--- config.mk ---
export PLATFORM = sky130hd
export DESIGN_NAME = busunit_arbiter
export DESIGN_NICKNAME = d
export VERILOG_FILES = /design/src/rtl/bpa_pkg.sv /design/src/rtl/bpa_queue.sv /design/src/rtl/bpa_seq.sv /design/src/rtl/busunit_arbiter.sv
export SDC_FILE = /design/constraint.sdc
export NUM_CORES = 1
export LEC_CHECK = 0
export BUFFER_PORTS_ARGS = -buffer_cell sky130_fd_sc_hd__buf_4
export CAP_MARGIN = 40
export CORE_ASPECT_RATIO = 0.8
export CORE_MARGIN = 2
export CORE_UTILIZATION = 59
export DETAILED_ROUTE_END_ITERATION = 8
export PLACE_DENSITY = 0.85
export SETUP_SLACK_MARGIN = 0.05
export SLEW_MARGIN = 20
export SYNTH_ARGS = -nofsm -noshare
export SYNTH_HDL_FRONTEND = slang
export SYNTH_HIERARCHICAL = 1
export SYNTH_SLANG_ARGS = --single-unit
--- constraint.sdc ---
create_clock -name clk -period 5.6 [get_ports clk]
set_input_delay 0.56 -clock clk [delete_from_list [all_inputs] [get_ports clk]]
set_output_delay 0.56 -clock clk [all_outputs]
set_load 0.005 [all_outputs]
--- src/rtl/bpa_pkg.sv ---
package bpa_pkg;
  typedef enum logic [2:0] {
    PH_IDLE = 3'd0,
    PH_T1   = 3'd1,
    PH_T2   = 3'd2,
    PH_T3   = 3'd3,
    PH_T4   = 3'd4
  } phase_e;

  typedef enum logic [1:0] {
    CY_PF   = 2'd0,
    CY_EULO = 2'd1,
    CY_EUHI = 2'd2
  } cyc_e;

  localparam logic [1:0] FORCED_IDLE_LAST = 2'd2;
endpackage

--- src/rtl/bpa_queue.sv ---
module bpa_queue #(
  parameter int DEPTH = 4,
  parameter int CW    = 3
) (
  input  logic          clk,
  input  logic          rst_n,
  input  logic          clr_i,
  input  logic          push_i,
  input  logic [7:0]    push_data_i,
  input  logic          pop_i,
  output logic [7:0]    head_o,
  output logic [CW-1:0] count_o,
  output logic          full_o
);
  localparam int PW = (DEPTH > 1) ? $clog2(DEPTH) : 1;
  localparam logic [CW-1:0] FULL_CNT = CW'(DEPTH);
  localparam logic [PW-1:0] LAST_PTR = PW'(DEPTH - 1);

  logic [7:0]    mem [DEPTH];
  logic [PW-1:0] wr_q, wr_d, rd_q, rd_d;
  logic [CW-1:0] cnt_q, cnt_d;
  logic          do_push, do_pop;

  function automatic logic [PW-1:0] ptr_inc(input logic [PW-1:0] p);
    return (p == LAST_PTR) ? '0 : p + PW'(1);
  endfunction

  assign do_push = push_i && !clr_i && (cnt_q != FULL_CNT);
  assign do_pop  = pop_i && !clr_i && (cnt_q != '0);

  always_comb begin
    wr_d  = do_push ? ptr_inc(wr_q) : wr_q;
    rd_d  = do_pop ? ptr_inc(rd_q) : rd_q;
    cnt_d = cnt_q + CW'(do_push) - CW'(do_pop);
    if (clr_i) begin
      wr_d  = '0;
      rd_d  = '0;
      cnt_d = '0;
    end
  end

  always_ff @(posedge clk or negedge rst_n) begin
    if (!rst_n) begin
      wr_q  <= '0;
      rd_q  <= '0;
      cnt_q <= '0;
    end else begin
      wr_q  <= wr_d;
      rd_q  <= rd_d;
      cnt_q <= cnt_d;
    end
  end

  always_ff @(posedge clk) begin
    if (do_push) mem[wr_q] <= push_data_i;
  end

  assign head_o  = mem[rd_q];
  assign count_o = cnt_q;
  assign full_o  = (cnt_q == FULL_CNT);

  a_r10_count_bound: assert property (@(posedge clk) disable iff (!rst_n)
    cnt_q <= FULL_CNT);
  a_r10_pop_empty_ignored: assert property (@(posedge clk) disable iff (!rst_n)
    (pop_i && cnt_q == '0 && !push_i && !clr_i) |=> (cnt_q == '0));
  a_r9_clear_empties: assert property (@(posedge clk) disable iff (!rst_n)
    clr_i |=> (cnt_q == '0));
endmodule

--- src/rtl/bpa_seq.sv ---
module bpa_seq
  import bpa_pkg::*;
#(
  parameter int AW = 20,
  parameter int CW = 3
) (
  input  logic          clk,
  input  logic          rst_n,
  input  logic          req_valid_i,
  input  logic          req_write_i,
  input  logic          req_word_i,
  input  logic [AW-1:0] req_addr_i,
  input  logic [15:0]   req_wdata_i,
  output logic          req_done_o,
  output logic [15:0]   req_rdata_o,
  input  logic          flush_i,
  input  logic [AW-1:0] flush_addr_i,
  input  logic [CW-1:0] q_count_i,
  input  logic          q_full_i,
  output logic          q_push_o,
  output logic          q_clr_o,
  output logic [AW-1:0] bus_addr_o,
  output logic [7:0]    bus_dout_o,
  input  logic [7:0]    bus_din_i,
  output logic          bus_rd_o,
  output logic          bus_wr_o,
  output logic [2:0]    bus_state_o
);
  phase_e        ph_q, ph_d;
  cyc_e          cyc_q, cyc_d;
  logic [1:0]    idle_q, idle_d;
  logic          flag_q, flag_d;
  logic [AW-1:0] pfa_q, pfa_d, addr_q, addr_d;
  logic          wr_q, wr_d, word_q, word_d, done_q, done_d;
  logic [15:0]   wdat_q, wdat_d, rdat_q, rdat_d;
  logic          boundary, hi_next, eu_final, req_seen, strobe;

  assign boundary = (ph_q == PH_T4) || (ph_q == PH_IDLE && idle_q == 2'd0);
  assign hi_next  = (ph_q == PH_T4) && (cyc_q == CY_EULO) && word_q;
  assign eu_final = (cyc_q != CY_PF) && (!word_q || cyc_q == CY_EUHI);
  // a request still asserted at the final T4 of its own transfer is stale
  assign req_seen = req_valid_i && !((ph_q == PH_T4) && (cyc_q != CY_PF));

  always_comb begin
    ph_d = ph_q;  cyc_d = cyc_q;  idle_d = idle_q;  flag_d = flag_q;
    pfa_d = pfa_q;  addr_d = addr_q;  wr_d = wr_q;  word_d = word_q;
    wdat_d = wdat_q;  rdat_d = rdat_q;  q_clr_o = 1'b0;
    done_d = (ph_q == PH_T4) && eu_final;
    unique case (ph_q)
      PH_T1: ph_d = PH_T2;
      PH_T2: ph_d = PH_T3;
      PH_T3: begin
        ph_d = PH_T4;
        if (cyc_q == CY_PF) begin
          pfa_d = pfa_q + AW'(1);
        end else begin
          if (q_count_i != '0) flag_d = 1'b1;
          if (!wr_q) begin
            if (cyc_q == CY_EULO) rdat_d = {8'h00, bus_din_i};
            else                  rdat_d[15:8] = bus_din_i;
          end
        end
      end
      PH_IDLE: if (idle_q != 2'd0) idle_d = idle_q - 2'd1;
      default: ;
    endcase
    if (boundary) begin
      if (flush_i && !hi_next) begin
        q_clr_o = 1'b1;
        flag_d  = 1'b0;
        pfa_d   = flush_addr_i;
        ph_d    = PH_IDLE;
        idle_d  = 2'd0;
      end else if (hi_next) begin
        ph_d   = PH_T1;
        cyc_d  = CY_EUHI;
        addr_d = addr_q + AW'(1);
      end else if (flag_q || !req_seen) begin
        flag_d = 1'b0;
        if (!q_full_i) begin
          ph_d   = PH_T1;
          cyc_d  = CY_PF;
          addr_d = pfa_q;
        end else begin
          ph_d   = PH_IDLE;
          idle_d = flag_q ? FORCED_IDLE_LAST : 2'd0;
        end
      end else begin
        ph_d   = PH_T1;
        cyc_d  = CY_EULO;
        addr_d = req_addr_i;
        wr_d   = req_write_i;
        word_d = req_word_i;
        wdat_d = req_wdata_i;
      end
    end
  end

  always_ff @(posedge clk or negedge rst_n) begin
    if (!rst_n) begin
      ph_q <= PH_IDLE;  cyc_q <= CY_PF;  idle_q <= 2'd0;  flag_q <= 1'b0;
      pfa_q <= '0;  addr_q <= '0;  wr_q <= 1'b0;  word_q <= 1'b0;
      wdat_q <= '0;  rdat_q <= '0;  done_q <= 1'b0;
    end else begin
      ph_q <= ph_d;  cyc_q <= cyc_d;  idle_q <= idle_d;  flag_q <= flag_d;
      pfa_q <= pfa_d;  addr_q <= addr_d;  wr_q <= wr_d;  word_q <= word_d;
      wdat_q <= wdat_d;  rdat_q <= rdat_d;  done_q <= done_d;
    end
  end

  assign strobe      = (ph_q == PH_T2) || (ph_q == PH_T3);
  assign bus_rd_o    = strobe && ((cyc_q == CY_PF) || !wr_q);
  assign bus_wr_o    = strobe && (cyc_q != CY_PF) && wr_q;
  assign bus_dout_o  = (cyc_q == CY_EUHI) ? wdat_q[15:8] : wdat_q[7:0];
  assign bus_addr_o  = addr_q;
  assign bus_state_o = ph_q;
  assign q_push_o    = (ph_q == PH_T3) && (cyc_q == CY_PF);
  assign req_done_o  = done_q;
  assign req_rdata_o = rdat_q;

  a_r1_t1_to_t2: assert property (@(posedge clk) disable iff (!rst_n)
    (bus_state_o == 3'd1) |=> (bus_state_o == 3'd2));
  a_r1_t2_to_t3: assert property (@(posedge clk) disable iff (!rst_n)
    (bus_state_o == 3'd2) |=> (bus_state_o == 3'd3));
  a_r1_t3_to_t4: assert property (@(posedge clk) disable iff (!rst_n)
    (bus_state_o == 3'd3) |=> (bus_state_o == 3'd4));
  a_r6_word_pair: assert property (@(posedge clk) disable iff (!rst_n)
    (ph_q == PH_T4 && cyc_q == CY_EULO && word_q) |=>
      (bus_state_o == 3'd1 && bus_addr_o == $past(bus_addr_o) + AW'(1)));
  a_r4_three_idle: assert property (@(posedge clk) disable iff (!rst_n)
    (boundary && !flush_i && !hi_next && flag_q && q_full_i) |=>
      (bus_state_o == 3'd0) ##1 (bus_state_o == 3'd0) ##1 (bus_state_o == 3'd0));
  a_r8_done_single: assert property (@(posedge clk) disable iff (!rst_n)
    req_done_o |=> !req_done_o);
  a_r11_pf_keeps_flag_clear: assert property (@(posedge clk) disable iff (!rst_n)
    (ph_q == PH_T3 && cyc_q == CY_PF && !flag_q) |=> !flag_q);
endmodule

--- src/rtl/busunit_arbiter.sv ---
module busunit_arbiter #(
  parameter int AW     = 20,
  parameter int QDEPTH = 4
) (
  input  logic          clk,
  input  logic          rst_n,
  input  logic          req_valid,
  input  logic          req_write,
  input  logic          req_word,
  input  logic [AW-1:0] req_addr,
  input  logic [15:0]   req_wdata,
  output logic          req_done,
  output logic [15:0]   req_rdata,
  input  logic          q_pop,
  output logic          q_valid,
  output logic [7:0]    q_byte,
  input  logic          flush,
  input  logic [AW-1:0] flush_addr,
  output logic [AW-1:0] bus_addr,
  output logic [7:0]    bus_dout,
  input  logic [7:0]    bus_din,
  output logic          bus_rd,
  output logic          bus_wr,
  output logic [2:0]    bus_state
);
  localparam int CW = $clog2(QDEPTH + 1);

  logic [1:0]    rst_pipe;
  logic          rst_core_n;
  logic [CW-1:0] q_count;
  logic          q_full, q_push, q_clr;

  always_ff @(posedge clk or negedge rst_n) begin
    if (!rst_n) rst_pipe <= 2'b00;
    else        rst_pipe <= {rst_pipe[0], 1'b1};
  end
  assign rst_core_n = rst_pipe[1];

  bpa_queue #(.DEPTH(QDEPTH), .CW(CW)) u_queue (
    .clk(clk), .rst_n(rst_core_n), .clr_i(q_clr), .push_i(q_push),
    .push_data_i(bus_din), .pop_i(q_pop), .head_o(q_byte),
    .count_o(q_count), .full_o(q_full)
  );

  bpa_seq #(.AW(AW), .CW(CW)) u_seq (
    .clk(clk), .rst_n(rst_core_n),
    .req_valid_i(req_valid), .req_write_i(req_write), .req_word_i(req_word),
    .req_addr_i(req_addr), .req_wdata_i(req_wdata),
    .req_done_o(req_done), .req_rdata_o(req_rdata),
    .flush_i(flush), .flush_addr_i(flush_addr),
    .q_count_i(q_count), .q_full_i(q_full), .q_push_o(q_push), .q_clr_o(q_clr),
    .bus_addr_o(bus_addr), .bus_dout_o(bus_dout), .bus_din_i(bus_din),
    .bus_rd_o(bus_rd), .bus_wr_o(bus_wr), .bus_state_o(bus_state)
  );

  assign q_valid = (q_count != '0);
endmodule

==> impl_results.md <==
- Post-synthesis cell type count: 72
- Top cell type by total area after synthesis: dfrtp_1
- P_leak: 3.35 nW
- Cells after synthesis: 565
- Worst path cell trace: nor3b_4 > nand3_1 > buf_4 > nand3_1 > inv_1 > nor3_4 > inv_1 > ha_1 > inv_1 > ha_1 > inv_1 > fa_1 > xnor2_1 > nor2_1
- Final worst-path cycle share: 61.5%
- Xor/xnor cell area share of the yosys netlist: under 10%
- Die Span Y: 96.2 um
- Initial antenna violation count: 0
- Ys async rst share: 74.2%
- Effective utilization at floorplan: 61.0%
- Relative slew slack: 47.8%
- Share of cells above drive strength 1: 31.6%
- Area delta synth->final: 25.1%
- Post-DR wirelength/cell: 18.4 um
- Minimum clock period after layout: 3.45 ns
- Place WS: about 2.3 ns
- Synth top area share: 36.7%
- Syn_nets: 645
- Synth Area in Simple Gates: between 10% and 20%
- Seq cells post-synth: around 120
- Hold_ws: between 0.2 and 0.25 ns
- Clk_lat worst skew: roughly 0.41 ns
- CTS Buf Count: 17
- Worst Setup Start Kind: flop
- Root Buffer: clkbuf_16
- Final hold violations: 0
- Detail Route Antenna Nets: 0
- Kind of critical path: flop to flop
- Max cap viols: 0
- Worst path arrival time: 3.73 ns
- Least-Margin Pin Slew: about 0.8 ns
- Vias in the first global route: 4,783
- Final core occ: 76.3%
- Final setup fails: 0
- Total Neg Setup Slack: 0 ns
- Ys Warns: 6
- Largest net degree at the start of global routing: 64
- RSZ-0062 raised after global routing: false
- Iter 0 DRT Violations: 518
- Final Non-Filler Cells: 840
- H-tree levels: 4
- Final #Nets: 767
- HP Class: flop to asynchronous set/reset pin
- Sequential fraction of the synthesis area: 52.0%
- CTS tree: done
- Ant diodes: 0
- Full die area: 11,500 um2
- Worst path bufs/invs: 5
- Setup Skew: 0.00675 ns
- Number of iterations in the first detailed-routing pass: 6
- Sink Count: around 120
- Compound-Gate Fraction of Synth Area: between 10% and 20%
- Cell area after layout: 7850 um2
- Clk pwr share: a little under a quarter
- Final slew viol count: 0
- Area after DPL: 7260 um2
- Post-synth EDFFs: 32
- Synth Cell Area: 6270 um2
- Met1 usage: between 30 and 40%
- Dominant cells by area after synthesis: dfrtp_1 (37%), edfxtp_1 (15%), mux2_2 (4.5%)
- Pwr per Cell Area: roughly 550 nW/um2
- Comb power frac: 37.3%
- P_sw: 1.61 mW
- Adder-Cell Fraction of Synth Area: 1.92%
- Clk pin slew, worst setup/hold paths: about 0.060 ns
- Crit-path slowest cell: dfrtp_1
- Fmax: 290 MHz
- Final GP Congestion: slightly above 0.9
- Residual DRC count: 0
- Mux contribution to synthesized area: under 10%
- VDD IR max: a little under 300 uV
- Met2 usage: 46.0%
- First-pass GRT wire length: 24,300 um
- Sequential power share: between 30% and 40%
- CORE AREA: ~10,000 um2
- Routed vias: 5,047
- Total placed cells including tap cells: 806
- Avg Cell Area, Syn: around 11 um2
- Via-to-Cell Ratio: ~6.0
- Crit path largest cell delay: 0.54 ns
- Outcome: complete, no violations
- Final Power: between 4 and 5 mW
- Final Routed Wirelength: 15,500 um
- GRT busiest layer: met2
- Crit path max-delay family: simple AND/OR/NAND/NOR gates
- Internal: ~2.7 mW
- Crit Path Max Fanout: 47
- Hpwl dp: 10,500 um
- Top cell by count, worst path: inv_1
- CTS max path bufs: 2
- Ys flop type: dfrtp_1
- CP required: 5.88 ns
- Largest family of logic cells by synthesized area: simple AND/OR/NAND/NOR gates
- Die Wd: 119 um
- Grt total ovfl: 0
- GRT Overall Usage: 27.7%
- Post-CTS Setup Repair Bufs: 0
- Crit. End Element: flop
- Fin worst setup slack: 2.15 ns
- Routing usage on met3: 6.28%
- Switching portion of total power: about 38%
- I/O Buffers: 129
- Rows: 33
- # IOs: 130
-- what timing repair did --
item	4_1_cts	5_1_grt
hold buffers	1	0
endpoints found under the hold margin	2	0
gates resized for setup	0	0
setup endpoints to repair	0	0
-- worst reg2reg max path, delay by kind of cell (launching register included) --
kind,cells,cell delay (ns)
buffers and inverters,5,0.69
AND/OR/NAND/NOR,5,1.12
XOR/XNOR,1,0.18
flip-flops,1,0.54
adder cells (fa/ha/maj),3,0.79
-- cells in the final DEF (no fill, tap or decap), drive strengths merged, types with 2 or more instances in the layout --
master    synthesis  layout
a211oi            3       3
a21o              3       3
a21oi            44      44
a31oi             8       8
a41oi             2       2
and2              4       4
and3             18      18
and4              2       2
buf              25     135
clkbuf            8      17
clkinv            0       3
clkinvlp          0       3
dfrtp            92      92
edfxtp           32      32
ha                8       8
inv              11      20
mux2             35      35
mux4              8       8
nand2            48      48
nand2b            5       5
nand3            20      20
nand3b            2       2
nand4            10      10
nand4b            3       3
nor2             43      43
nor2b             3       3
nor3             13      13
nor3b             4       4
nor4             10      10
nor4b             2       2
o21ai            38      38
o221ai            7       7
o311ai            3       3
o31ai             2       2
or2               2       2
or3               4       4
xnor2            15      15
xor2              9       9
-- logic make-up (layout without fill, tap and decap cells) --
logic type                 Yosys count  count (layout)
adders and majority gates            9               9
and+or+nand+nor                    197             197
other                                1               1
AOI/OAI and AO/OA                  122             122
DFF                                124             124
muxes                               44              44
xor gates and xnor gates            24              24
buffers and inverters               44             179
-- cell usage after synthesis, drive strengths merged, types with 11 or more instances --
library cell	number
mux2	35
nor2	43
inv	11
xnor2	15
nand3	20
nor3	13
o21ai	38
and3	18
a21oi	44
dfrtp	92
nand2	48
buf	25
edfxtp	32
-- path summary, 6_finish.rpt --
path	endpoint	cells past startpoint	startpoint	slack (ns)
setup / recovery	u_queue/count_o[2]$_DFF_PN0_	14	u_seq/bus_state_o[2]$_DFFE_PN0P_	2.15
hold / removal	u_seq/req_rdata_o[4]$_DFFE_PN0P_	0	rst_pipe[1]$_DFF_PN0_	0.24
setup reg to reg	u_queue/count_o[2]$_DFF_PN0_	14	u_seq/bus_state_o[2]$_DFFE_PN0P_	2.15
hold reg to reg	u_seq/req_rdata_o[4]$_DFFE_PN0P_	0	rst_pipe[1]$_DFF_PN0_	0.24
max in group asynchronous	u_seq/bus_addr_o[19]$_DFFE_PN0P_	2	rst_pipe[1]$_DFF_PN0_	4.55
min in group clk	rst_pipe[1]$_DFF_PN0_	0	rst_pipe[0]$_DFF_PN0_	0.35
-- power groups by stage --
stage / clock [mW] / combinational (mW) / sequential, mW
floorplan: 0 / 1.06 / 1.53
detailed placement: 0 / 1.57 / 1.66
global placement: 0 / 1.50 / 1.64
global route: 1.07 / 1.75 / 1.72
CTS: 1.03 / 1.59 / 1.66
finish: 1.02 / 1.60 / 1.67
-- state kept, by name (all words and copies together), names as in the netlist, 2 cells and up --
| signal | count |
|---|---|
| u_queue/mem | 32 |
| u_seq/bus_addr_o | 20 |
| u_seq/pfa_q | 20 |
| u_seq/req_rdata_o | 16 |
| u_seq/wdat_q | 16 |
| u_queue/count_o | 3 |
| u_seq/bus_state_o | 3 |
| rst_pipe | 2 |
| u_queue/rd_q | 2 |
| u_queue/wr_q | 2 |
| u_seq/cyc_q | 2 |
| u_seq/idle_q | 2 |
-- area by class of cell --
type	count	area, um2
Clock buffer	17	425
Clock inverter	15	126
Fill cell	634	2430
Inverter	11	41.3
Multi-Input combinational cell	397	2770
Sequential cell	124	3270
Tap cell	140	175
Timing Repair Buffer	136	1050
-- per-layer routing --
layer | routed length, um | vias up
met5 | 0 | -
met4 | 296 | 0
met3 | 1320 | 35
met2 | 7610 | 268
met1 | 6240 | 2422
li1 | - | 2322
(Power assumes the default switching activity.)
